## src/rtl/coal_pkg.sv

```systemverilog
package coal_pkg;
   // Bit that carries the status flag, the mask flag and the clear request
   localparam int unsigned STAT_BIT = 16;

   typedef enum logic [1:0] {
      SEL_CFG  = 2'd0,
      SEL_STAT = 2'd1,
      SEL_MASK = 2'd2,
      SEL_NONE = 2'd3
   } reg_sel_e;
endpackage

```

## src/rtl/coal_ticker.sv

```systemverilog
module coal_ticker #(
   parameter int unsigned TICK_CYCLES = 2000
) (
   input  logic clk,
   input  logic rst_n,
   output logic tick
);
   localparam int unsigned CW = (TICK_CYCLES > 1) ? $clog2(TICK_CYCLES) : 1;
   localparam logic [CW-1:0] LAST = CW'(TICK_CYCLES - 1);

   logic [CW-1:0] div_q;

   assign tick = (div_q == LAST);

   always_ff @(posedge clk or negedge rst_n) begin
      if (!rst_n)    div_q <= '0;
      else if (tick) div_q <= '0;
      else           div_q <= div_q + 1'b1;
   end

   // ticks are isolated single-cycle events
   a_r4_tick_gap: assert property (@(posedge clk) disable iff (!rst_n)
      tick |=> !tick);
endmodule

```

## src/rtl/coal_tracker.sv

```systemverilog
module coal_tracker #(
   parameter int unsigned FIELD_W = 7
) (
   input  logic               clk,
   input  logic               rst_n,
   input  logic               pulse,
   input  logic               clr,
   input  logic               tick,
   output logic [FIELD_W-1:0] pend,
   output logic [FIELD_W-1:0] age
);
   localparam logic [FIELD_W-1:0] TOP = '1;

   logic pend_full, age_full, busy;

   assign pend_full = (pend == TOP);
   assign age_full  = (age == TOP);
   assign busy      = (pend != '0);

   always_ff @(posedge clk or negedge rst_n) begin
      if (!rst_n) begin
         pend <= '0;
         age  <= '0;
      end else if (clr) begin
         pend <= {{(FIELD_W-1){1'b0}}, pulse};
         age  <= '0;
      end else begin
         if (pulse && !pend_full)        pend <= pend + 1'b1;
         if (tick && busy && !age_full)  age  <= age + 1'b1;
      end
   end

   // the pending count holds at its ceiling
   a_r9_pend_saturates: assert property (@(posedge clk) disable iff (!rst_n)
      (pend_full && !clr) |=> (pend == TOP));

   // the age never jumps by more than one step
   a_r4_age_unit_step: assert property (@(posedge clk) disable iff (!rst_n)
      !clr |=> ((age == $past(age)) || (age == $past(age) + 1'b1)));

   // a clear empties the age
   a_r7_age_cleared: assert property (@(posedge clk) disable iff (!rst_n)
      clr |=> (age == '0));
endmodule

```

## src/rtl/coal_regfile.sv

```systemverilog
module coal_regfile
   import coal_pkg::*;
#(
   parameter int unsigned FIELD_W   = 7,
   parameter logic [31:0] CFG_RESET = 32'h0000_9414
) (
   input  logic               clk,
   input  logic               rst_n,
   input  logic               wr_en,
   input  logic [1:0]         wr_sel,
   input  logic [31:0]        wr_data,
   input  logic [1:0]         rd_sel,
   input  logic               status,
   input  logic [FIELD_W-1:0] pend,
   input  logic [FIELD_W-1:0] age,
   output logic               dly_en,
   output logic [FIELD_W-1:0] cnt_thr,
   output logic [FIELD_W-1:0] time_thr,
   output logic               mask_on,
   output logic               clr,
   output logic [31:0]        rd_data
);
   localparam int unsigned CNT_LO = FIELD_W + 1;
   localparam int unsigned EN_BIT = 2 * FIELD_W + 1;

   reg_sel_e wsel, rsel;
   logic     unused_wbits;

   assign wsel         = reg_sel_e'(wr_sel);
   assign rsel         = reg_sel_e'(rd_sel);
   assign unused_wbits = ^wr_data;
   assign clr          = wr_en && (wsel == SEL_STAT) && wr_data[STAT_BIT];

   always_ff @(posedge clk or negedge rst_n) begin
      if (!rst_n) begin
         dly_en   <= CFG_RESET[EN_BIT];
         cnt_thr  <= CFG_RESET[CNT_LO +: FIELD_W];
         time_thr <= CFG_RESET[0 +: FIELD_W];
         mask_on  <= 1'b0;
      end else if (wr_en) begin
         if (wsel == SEL_CFG) begin
            dly_en   <= wr_data[EN_BIT];
            cnt_thr  <= wr_data[CNT_LO +: FIELD_W];
            time_thr <= wr_data[0 +: FIELD_W];
         end
         if (wsel == SEL_MASK) mask_on <= wr_data[STAT_BIT];
      end
   end

   always_comb begin
      rd_data = '0;
      unique case (rsel)
         SEL_CFG: begin
            rd_data[EN_BIT]            = dly_en;
            rd_data[CNT_LO +: FIELD_W] = cnt_thr;
            rd_data[0 +: FIELD_W]      = time_thr;
         end
         SEL_STAT: begin
            rd_data[STAT_BIT]          = status;
            rd_data[CNT_LO +: FIELD_W] = age;
            rd_data[0 +: FIELD_W]      = pend;
         end
         SEL_MASK: rd_data[STAT_BIT]   = mask_on;
         default:  rd_data             = '0;
      endcase
   end

   // a write to the empty selector leaves the configuration alone
   a_r11_none_ignored: assert property (@(posedge clk) disable iff (!rst_n)
      (wr_en && wsel == SEL_NONE) |=> ($stable(cnt_thr) && $stable(time_thr)
                                       && $stable(dly_en) && $stable(mask_on)));
endmodule

```

## src/rtl/coal_intr_coalescer.sv

```systemverilog
module coal_intr_coalescer
   import coal_pkg::*;
#(
   parameter int unsigned FIELD_W     = 7,
   parameter int unsigned TICK_CYCLES = 2000,
   parameter logic [31:0] CFG_RESET   = 32'h0000_9414
) (
   input  logic        clk,
   input  logic        rst_n,
   input  logic        cmpl_pulse,
   input  logic        reg_wr,
   input  logic [1:0]  reg_sel,
   input  logic [31:0] reg_wdata,
   input  logic [1:0]  reg_rsel,
   output logic [31:0] reg_rdata,
   output logic        coal_status,
   output logic        irq
);
   localparam int unsigned EN_BIT = 2 * FIELD_W + 1;

   generate
      if (EN_BIT >= STAT_BIT) begin : g_bad_field
         $error("FIELD_W too wide: configuration fields reach the status bit");
      end
      if (TICK_CYCLES < 2) begin : g_bad_tick
         $error("TICK_CYCLES must be at least 2");
      end
   endgenerate

   logic               tick, clr, dly_en, mask_on;
   logic [FIELD_W-1:0] cnt_thr, time_thr, pend, age;
   logic               bypass_set, count_hit, age_hit, delay_hit;

   coal_ticker #(.TICK_CYCLES(TICK_CYCLES)) u_tick (
      .clk   (clk),
      .rst_n (rst_n),
      .tick  (tick)
   );

   coal_tracker #(.FIELD_W(FIELD_W)) u_track (
      .clk   (clk),
      .rst_n (rst_n),
      .pulse (cmpl_pulse),
      .clr   (clr),
      .tick  (tick),
      .pend  (pend),
      .age   (age)
   );

   coal_regfile #(.FIELD_W(FIELD_W), .CFG_RESET(CFG_RESET)) u_regs (
      .clk      (clk),
      .rst_n    (rst_n),
      .wr_en    (reg_wr),
      .wr_sel   (reg_sel),
      .wr_data  (reg_wdata),
      .rd_sel   (reg_rsel),
      .status   (coal_status),
      .pend     (pend),
      .age      (age),
      .dly_en   (dly_en),
      .cnt_thr  (cnt_thr),
      .time_thr (time_thr),
      .mask_on  (mask_on),
      .clr      (clr),
      .rd_data  (reg_rdata)
   );

   assign bypass_set = !dly_en && cmpl_pulse;
   assign count_hit  = pend > cnt_thr;
   assign age_hit    = (pend != '0) && ((time_thr == '0) || (age > time_thr));
   assign delay_hit  = dly_en && (count_hit || age_hit);

   always_ff @(posedge clk or negedge rst_n) begin
      if (!rst_n)   coal_status <= 1'b0;
      else if (clr) coal_status <= bypass_set;
      else          coal_status <= coal_status | delay_hit | bypass_set;
   end

   assign irq = coal_status & mask_on;

   // immediate mode raises the status on the pulse edge
   a_r6_bypass_sets: assert property (@(posedge clk) disable iff (!rst_n)
      bypass_set |=> coal_status);

   // the status is sticky until a clear
   a_r3_sticky: assert property (@(posedge clk) disable iff (!rst_n)
      (coal_status && !clr) |=> coal_status);

   // in delayed mode a clear wins over any set in its cycle
   a_r7_clear_wins: assert property (@(posedge clk) disable iff (!rst_n)
      (clr && dly_en) |=> !coal_status);

   // a zero count threshold fires on any pending completion
   a_r5_zero_count: assert property (@(posedge clk) disable iff (!rst_n)
      (dly_en && cnt_thr == '0 && pend != '0 && !clr) |=> coal_status);
endmodule

```

## config.mk

```make
export PLATFORM = sky130hd
export DESIGN_NAME = coal_intr_coalescer
export DESIGN_NICKNAME = d
export VERILOG_FILES = /design/src/rtl/coal_pkg.sv /design/src/rtl/coal_ticker.sv /design/src/rtl/coal_tracker.sv /design/src/rtl/coal_regfile.sv /design/src/rtl/coal_intr_coalescer.sv
export SDC_FILE = /design/constraint.sdc
export NUM_CORES = 1
export LEC_CHECK = 0
export BUFFER_PORTS_ARGS = -buffer_cell sky130_fd_sc_hd__buf_2
export CELL_PAD_IN_SITES_DETAIL_PLACEMENT = 2
export CELL_PAD_IN_SITES_GLOBAL_PLACEMENT = 2
export CORE_AREA = 2 2 83 105
export CTS_BUF_LIST = sky130_fd_sc_hd__clkbuf_8
export DETAILED_ROUTE_END_ITERATION = 12
export DIE_AREA = 0 0 85 107
export GPL_ROUTABILITY_DRIVEN = 0
export MAX_ROUTING_LAYER = met4
export PLACE_DENSITY = 0.92
export SLEW_MARGIN = 20
export SYNTH_ARGS = -nofsm -noshare
export SYNTH_HDL_FRONTEND = slang
export SYNTH_SLANG_ARGS = --single-unit
```

## constraint.sdc

```tcl
create_clock -name clk -period 2 [get_ports clk]
set_input_delay 0.2 -clock clk [delete_from_list [all_inputs] [get_ports clk]]
set_output_delay 0.2 -clock clk [all_outputs]
set_load 0.05 [all_outputs]
```

==> impl_metrics.env, run 1 <==
export IMPL_async_reset_ff_frac=1.00
export IMPL_num_vias=2243
export IMPL_remaining_drc_errors=0
export IMPL_n_fill_cell=902
export IMPL_synth_warnings=0
export IMPL_power_frac_seq=0.436
export IMPL_timing_final_crit_period_ns=1.86
export IMPL_power_mw=2.54
export IMPL_synth_cell_types=41
export IMPL_finish_utilization=0.372
export IMPL_r2r_start="u_tick.div_q[0]"
export IMPL_clkLatencyLatePin_ns=0.30
export IMPL_fin_worst_skew_ns=0.00658
export IMPL_initial_utilization=0.314
export IMPL_ant_nets=0
export IMPL_post_route_cell_area_sq_mm=0.00301
export IMPL_die_h_um=107
export IMPL_grt_max_degree=43
export IMPL_hpwl_mm=5.96
export IMPL_ys_flop_type="dfrtp_1"
export IMPL_internal_power_mw=1.52
export IMPL_finalSetupViolations=0
export IMPL_hold_worst_slack_ns=0.108
export IMPL_switching_share=0.399
export IMPL_numPortBuffers=41
export IMPL_critPathKind="reg -> reg"
export IMPL_grt_pass1_wl_mm=12.9
export IMPL_power_leakage_nw=1.53
export IMPL_max_freq_mhz=537
export IMPL_syn_cell_area_sq_mm=0.00255
export IMPL_place_ws_ns=0.112
export IMPL_vias_per_cell=5.33
export IMPL_cp_startpoint="u_tick.div_q[0]"
export IMPL_switching_power_mw=1.01
export IMPL_finalWorstSetupSlack_ns=0.139
export IMPL_clk_pin_slew_ns=0.08
export IMPL_numCtsBuffers=5
export IMPL_dieArea_sq_mm=0.00910
export IMPL_crit_required_ns=2.23
export IMPL_ios=74
export IMPL_synthCells=268
export IMPL_rr_endpoint="u_track.age[4]"
export IMPL_routed_wl_mm=8.06
export IMPL_die_w_um=85
export IMPL_avgSynthCellArea_sq_um=9.50
export IMPL_endpoint="u_track.age[4]"
export IMPL_final_layout_size_suffix_gt1_frac=0.235
export IMPL_dpl_instance_area_sq_mm=0.00288
export IMPL_grt_pass1_vias=2493
export IMPL_cts_sinks=42
export IMPL_final_nets=384
export IMPL_synth_edf_count=0
export IMPL_cp_max_fo=5
export IMPL_multi_input_area_sq_mm=0.00133
export IMPL_arrival_ns=2.09
export IMPL_status="completed"
export IMPL_core_sq_mm=0.00810
export IMPL_startpoint_type="register"
export IMPL_drt_initial_drc_count=82
export IMPL_fin_crit_sh=0.931
export IMPL_cap_viol_max_count=0
export IMPL_area_delta_synth_final_pct=18.3
export IMPL_hp_class="in -> reg"
export IMPL_ys_seq_area_frac=0.415
export IMPL_ff2ff_path_depth=6
export IMPL_irDropWorstVdd_v=0.000407
export IMPL_wl_per_cell_um=19.1
export IMPL_rows=37
export IMPL_powerDensity_mw_per_mm2=842
export IMPL_r2r_slack_ns=0.14
export IMPL_first_pass_iters=4
export IMPL_power_frac_comb=0.335
export IMPL_clockBufferDepth=2
export IMPL_insertedDiodeCount=0
export IMPL_grt_overflow=0
export IMPL_hold_viol_final=0
export IMPL_cp_end_kind="register"
export IMPL_gr_usage_all_layers=0.188
export IMPL_p_clk_frac=0.229
export IMPL_seq_area_sq_mm=0.00106
export IMPL_ys_ff_latch=42
export IMPL_antenna_found_initial=0
export IMPL_htreeDepth=2
export IMPL_cts_tree="built"
export IMPL_cts_root_buf="clkbuf_8"
export IMPL_drv_slew=0
[kinds of logic after synthesis]
group,Yosys count,share of synthesized area
buf+inv,44,0.0889
simple gates,87,0.180
compound gates,54,0.143
other cells,1,0.00147
mux,4,0.0172
xor+xnor,15,0.0516
fa+ha+maj,21,0.103
flops,42,0.415
[cell type report]
class | instances | area share
timing repair buffer | 57 | 0.113
inverter | 20 | 0.0249
clock inverter | 2 | 0.00291
clock buffer | 6 | 0.0274
sequential | 42 | 0.351
tap | 97 | 0.0403
multi-input combinational | 197 | 0.441
[synth_stat cells (all sizes together), types with 2 or more instances]
cell type / n / area [sq um]
dfrtp: 37 / 926
ha: 21 / 263
clkbuf: 7 / 26.3
and3: 6 / 37.5
nand3: 10 / 55.1
dfstp: 5 / 131
nand3b: 2 / 15.0
or3: 2 / 12.5
nand4: 8 / 56.3
a22oi: 2 / 15.0
xnor2: 6 / 52.6
nor4: 3 / 33.8
a21oi: 9 / 45.0
o21ai: 18 / 90.1
mux2: 3 / 33.8
a41oi: 3 / 26.3
nor2b: 5 / 31.3
nor2: 22 / 82.6
xor2: 9 / 78.8
buf: 17 / 125
and4: 2 / 17.5
a22o: 14 / 123
and2: 3 / 18.8
nand2: 21 / 78.8
inv: 20 / 75.1
o211ai: 2 / 15.0
[worst min path at each step]
stage | slack [ns] | to | startpoint | depth (start not counted)
floorplan | -0.1 | coal_status | rst_n | 0
global placement | 0.20 | u_regs.time_thr[3] | rst_n | 2
detailed placement | 0.20 | u_tick.div_q[8] | rst_n | 2
CTS | 0.11 | u_regs.cnt_thr[4] | reg_wdata[12] | 3
global route | 0.13 | u_regs.time_thr[5] | reg_wdata[5] | 3
finish | 0.11 | u_regs.cnt_thr[6] | reg_wdata[14] | 3
[what timing repair did]
| action | CTS | global route |
|---|---|---|
| hold endpoints to repair | 37 | 0 |
| endpoints found under the setup margin | 1 | 3 |
| hold buffers | 1 | 0 |
| gates resized for setup | 1 | 1 |
| setup buffers | 0 | 4 |
| pin swaps | 0 | 3 |
[per-layer routing]
| layer | global-route usage | vias to the layer above | routed length (um) |
|---|---|---|---|
| met3 | 0.0300 | 19 | 330 |
| met4 | 0.0692 | 0 | 213 |
| met1 | 0.204 | 1142 | 3130 |
| met5 | - | - | 0 |
| li1 | - | 1020 | - |
| met2 | 0.341 | 62 | 4380 |
[sequential cells by signal (all words and copies together) (netlist names)]
signal / count
coal_status: 1
u_regs.cnt_thr: 7
u_regs.dly_en: 1
u_regs.mask_on: 1
u_regs.time_thr: 7
u_tick.div_q: 11
u_track.age: 7
u_track.pend: 7
[power by group through the flow]
stage | clock (mW) | sequential (mW) | combinational, mW
global placement | 0 | 1.11 | 0.765
finish | 0.582 | 1.11 | 0.850
detailed placement | 0 | 1.12 | 0.806
CTS | 0.585 | 1.11 | 0.841
global route | 0.619 | 1.12 | 0.935
floorplan | 0 | 1.08 | 0.579
[metrics by stage]
stage / std cells / TNS (ns)
3_5_place_dp: 408 / 0
5_1_grt: 421 / -0.0481
3_3_place_gp: 408 / 0
4_1_cts: 417 / 0
6_report: 421 / 0
2_1_floorplan: 283 / 0
[worst max-delay path: stages (launching register included)]
cell	delay (ns)
dfrtp_1	0.40
ha_1	0.22
nand3_2	0.16
nor4_4	0.31
nand3_2	0.17
or3_1	0.38
a21oi_1	0.15
[cells in the final DEF (no fill, tap or decap), types with 3 or more instances in the layout]
cell,n
nor2_1,22
buf_4,14
nand2_1,21
clkbuf_8,6
conb_1,16
a41oi_1,3
inv_1,21
a21oi_1,9
dfstp_2,5
nor2b_1,4
nand4_1,7
ha_1,21
dfrtp_1,37
xnor2_1,6
buf_2,41
nand3_1,8
and3_1,6
mux2_2,3
xor2_1,9
and2_1,3
a22o_1,14
o21ai_0,18
No activity file was read; power rests on OpenSTA's default activity.
==> run 2: changes to the inputs <==
--- a/config.mk
+++ b/config.mk
@@ -5,16 +5,17 @@
 export SDC_FILE = /design/constraint.sdc
 export NUM_CORES = 1
 export LEC_CHECK = 0
+export ABC_AREA = 1
 export BUFFER_PORTS_ARGS = -buffer_cell sky130_fd_sc_hd__buf_2
 export CELL_PAD_IN_SITES_DETAIL_PLACEMENT = 2
 export CELL_PAD_IN_SITES_GLOBAL_PLACEMENT = 2
-export CORE_AREA = 2 2 83 105
+export CORE_AREA = 2 2 86 108
 export CTS_BUF_LIST = sky130_fd_sc_hd__clkbuf_8
 export DETAILED_ROUTE_END_ITERATION = 12
-export DIE_AREA = 0 0 85 107
+export DIE_AREA = 0 0 88 110
 export GPL_ROUTABILITY_DRIVEN = 0
 export MAX_ROUTING_LAYER = met4
-export PLACE_DENSITY = 0.92
+export PLACE_DENSITY = 0.93
 export SLEW_MARGIN = 20
 export SYNTH_ARGS = -nofsm -noshare
 export SYNTH_HDL_FRONTEND = slang
==> run 2 against run 1 <==
  * Worst setup slack got worse by 0.0035 ns
  * Non-clock buffer count fell by 10
  * Synthesized area rose by 3.1%
  * Clock skew is 0.0025 ns higher
  * Fmax fell by 0.19%
  * Register-to-register slack about the same
  * Die area grew 6.4%
  * First-iteration DRC count rose by 2.4%
  * Critical path depth up 8
  * Critical path type unchanged
  * Wire length up 3.0%
  * Sequential power hardly changed
  * Sequential cell count stayed put
==> impl_metrics.env, run 2 <==
export IMPL_synth_cell_types=32
export IMPL_yosysMostFrequentCell="nand2_1"
export IMPL_cp_end_kind="register"
export IMPL_wl_per_cell_um=16.8
export IMPL_vias_per_cell=4.84
export IMPL_core_sq_mm=0.00861
export IMPL_ys_seq_area_frac=0.403
export IMPL_n_fill_cell=1013
export IMPL_regMostFlops="u_tick.div_q"
export IMPL_area_delta_synth_final_pct=16.4
export IMPL_first_pass_iters=4
export IMPL_slew_headroom=0.645
export IMPL_fin_worst_skew_ns=0.00912
export IMPL_ff2ff_path_depth=14
export IMPL_cts_sinks=42
export IMPL_hold_end="u_regs.time_thr[0]"
export IMPL_gr_usage_met1=0.202
export IMPL_num_vias=2389
export IMPL_final_layout_size_suffix_gt1_frac=0.201
export IMPL_initial_utilization=0.305
export IMPL_final_nets=434
export IMPL_async_reset_ff_frac=1.00
export IMPL_die_w_um=88
export IMPL_multi_input_area_sq_mm=0.00132
export IMPL_seq_area_sq_mm=0.00106
export IMPL_power_leakage_nw=1.56
export IMPL_layout_commonest_cell="nand2_1"
export IMPL_worstHoldPathCells=2
export IMPL_synth_edf_count=0
export IMPL_drt_initial_drc_count=84
export IMPL_finish_utilization=0.355
export IMPL_synth_compound_area_frac=0.122
export IMPL_drv_slew=0
export IMPL_gr_usage_all_layers=0.190
export IMPL_power_mw=2.58
export IMPL_grt_overflow=0
export IMPL_insertedDiodeCount=0
export IMPL_grt_pass1_wl_mm=13.6
export IMPL_yosys_area_share_simple=0.222
export IMPL_cts_tree="built"
export IMPL_hp_class="in -> reg"
export IMPL_dieArea_sq_mm=0.00968
export IMPL_status="completed"
export IMPL_hpwl_mm=6.68
export IMPL_hold_viol_final=0
export IMPL_arrival_ns=2.07
export IMPL_grt_max_degree=24
export IMPL_timing_final_crit_period_ns=1.86
export IMPL_irDropWorstVdd_v=0.000318
export IMPL_synthTopCellsByArea="dfrtp_1 35%, ha_1 10%, nand2_1 8.2%"
export IMPL_synth_top_area_frac=0.353
export IMPL_met2_usage=0.356
export IMPL_cp_max_fo=3
export IMPL_fin_crit_sh=0.932
export IMPL_max_freq_mhz=536
export IMPL_crit_required_ns=2.21
export IMPL_ys_flop_type="dfrtp_1"
export IMPL_clockBufferDepth=2
export IMPL_synth_top_family_by_area="simple AND/OR/NAND/NOR gates"
export IMPL_cp_startpoint="u_regs.time_thr[4]"
export IMPL_synthAdderAreaFrac=0.100
export IMPL_hp_start="reg_wdata[0]"
export IMPL_synth_warnings=0
export IMPL_r2r_slack_ns=0.14
export IMPL_die_h_um=110
export IMPL_critPathKind="reg -> reg"
export IMPL_synth_xor_area_share=0.0133
export IMPL_most_common_layout_cells="57 x nand2_1, 50 x inv_1, 41 x buf_2"
export IMPL_clkLatencyLatePin_ns=0.31
export IMPL_numPortBuffers=41
export IMPL_yosys_top_cells_count="57 x nand2_1, 48 x inv_1, 37 x dfrtp_1"
export IMPL_clk_pin_slew_ns=0.09
export IMPL_rows=38
export IMPL_powerDensity_mw_per_mm2=845
export IMPL_finalSetupViolations=0
export IMPL_yosys_mux_area_fraction=0.0172
export IMPL_ios=74
export IMPL_avgSynthCellArea_sq_um=8.08
export IMPL_largest_reg_flops=11
export IMPL_syn_cell_area_sq_mm=0.00263
export IMPL_met3_usage=0.0298
export IMPL_grt_pass1_vias=2713
export IMPL_rr_endpoint="coal_status"
export IMPL_remaining_drc_errors=0
export IMPL_routed_wl_mm=8.30
export IMPL_numCtsBuffers=5
export IMPL_synthCells=325
export IMPL_worst_pin_slew_ns=0.532
export IMPL_r2r_start="u_regs.time_thr[4]"
export IMPL_htreeDepth=2
export IMPL_busiest_layer="met2"
export IMPL_yosys_area_top_type="dfrtp_1"
export IMPL_cap_viol_max_count=0
export IMPL_cts_root_buf="clkbuf_8"
export IMPL_startpoint_type="register"
export IMPL_ant_nets=0
export IMPL_cts_setup_buffers=0
export IMPL_antenna_found_initial=0
export IMPL_ys_ff_latch=42
-- run 2: how the worst max path moves through the flow --
stage / end / slack (ns)
2_1_floorplan: reg_rdata[0] / 0.22
3_3_place_gp: coal_status / 0.23
3_5_place_dp: coal_status / 0.10
4_1_cts: coal_status / 0.07
5_1_grt: coal_status / -0.05
6_report: coal_status / 0.14
-- run 2: area by class of cell --
| class | instances | area share |
|---|---|---|
| repair buffers | 47 | 0.0868 |
| clock inverters | 3 | 0.00369 |
| well taps | 120 | 0.0491 |
| multi-input cells | 229 | 0.433 |
| clock buffers | 5 | 0.0225 |
| inverters | 48 | 0.0590 |
| flip-flops and latches | 42 | 0.346 |
-- run 2: critical path, stage by stage (launching register included) --
cell	delay (ns)
dfstp_2	0.55
inv_2	0.06
ha_1	0.28
nand2_1	0.07
nand2_1	0.05
a21oi_1	0.13
nand2_1	0.08
nand2_1	0.09
nand2_1	0.08
nand2_1	0.07
nand2_1	0.08
nand2_1	0.07
nand2_1	0.05
nand2_1	0.05
nand2_1	0.05
-- run 2: routing by layer --
metal  vias up  wire [um]
met5         -          0
met4         0        182
met3        15        237
met2        44       4730
met1      1211       3160
li1       1119          -
-- run 2: report_power, final --
part / total [mW] / internal, mW / switching, mW
clock network: 0.549 / 0.234 / 0.315
registers: 1.10 / 0.977 / 0.120
logic: 0.935 / 0.271 / 0.663
-- run 2: stage by stage --
step	cells	worst slack, ns	setup TNS [ns]	cell area [sq um]	hold slack [ns]
2_1_floorplan	340	0.219	0	2680	-0.0956
5_1_grt	494	-0.0451	-0.0451	3060	0.129
6_report	494	0.135	0	3060	0.122
3_5_place_dp	485	0.104	0	2950	0.212
3_3_place_gp	485	0.235	0	2950	0.197
4_1_cts	494	0.0702	0	3040	0.115
-- run 2: cell families (layout without fill, tap and decap cells) --
group | Yosys count | after routing
other | 1 | 16
buffers and inverters | 69 | 103
AND/OR/NAND/NOR | 127 | 127
AO/OA/AOI/OAI | 57 | 57
XOR/XNOR | 4 | 4
multiplexers | 4 | 4
adder cells (fa/ha/maj) | 21 | 21
flip-flops | 42 | 42
-- run 2: repair_timing --
item,CTS,global route
hold endpoints to repair,15,0
endpoints found under the setup margin,0,1
resized for setup,0,4
hold buffers,1,0
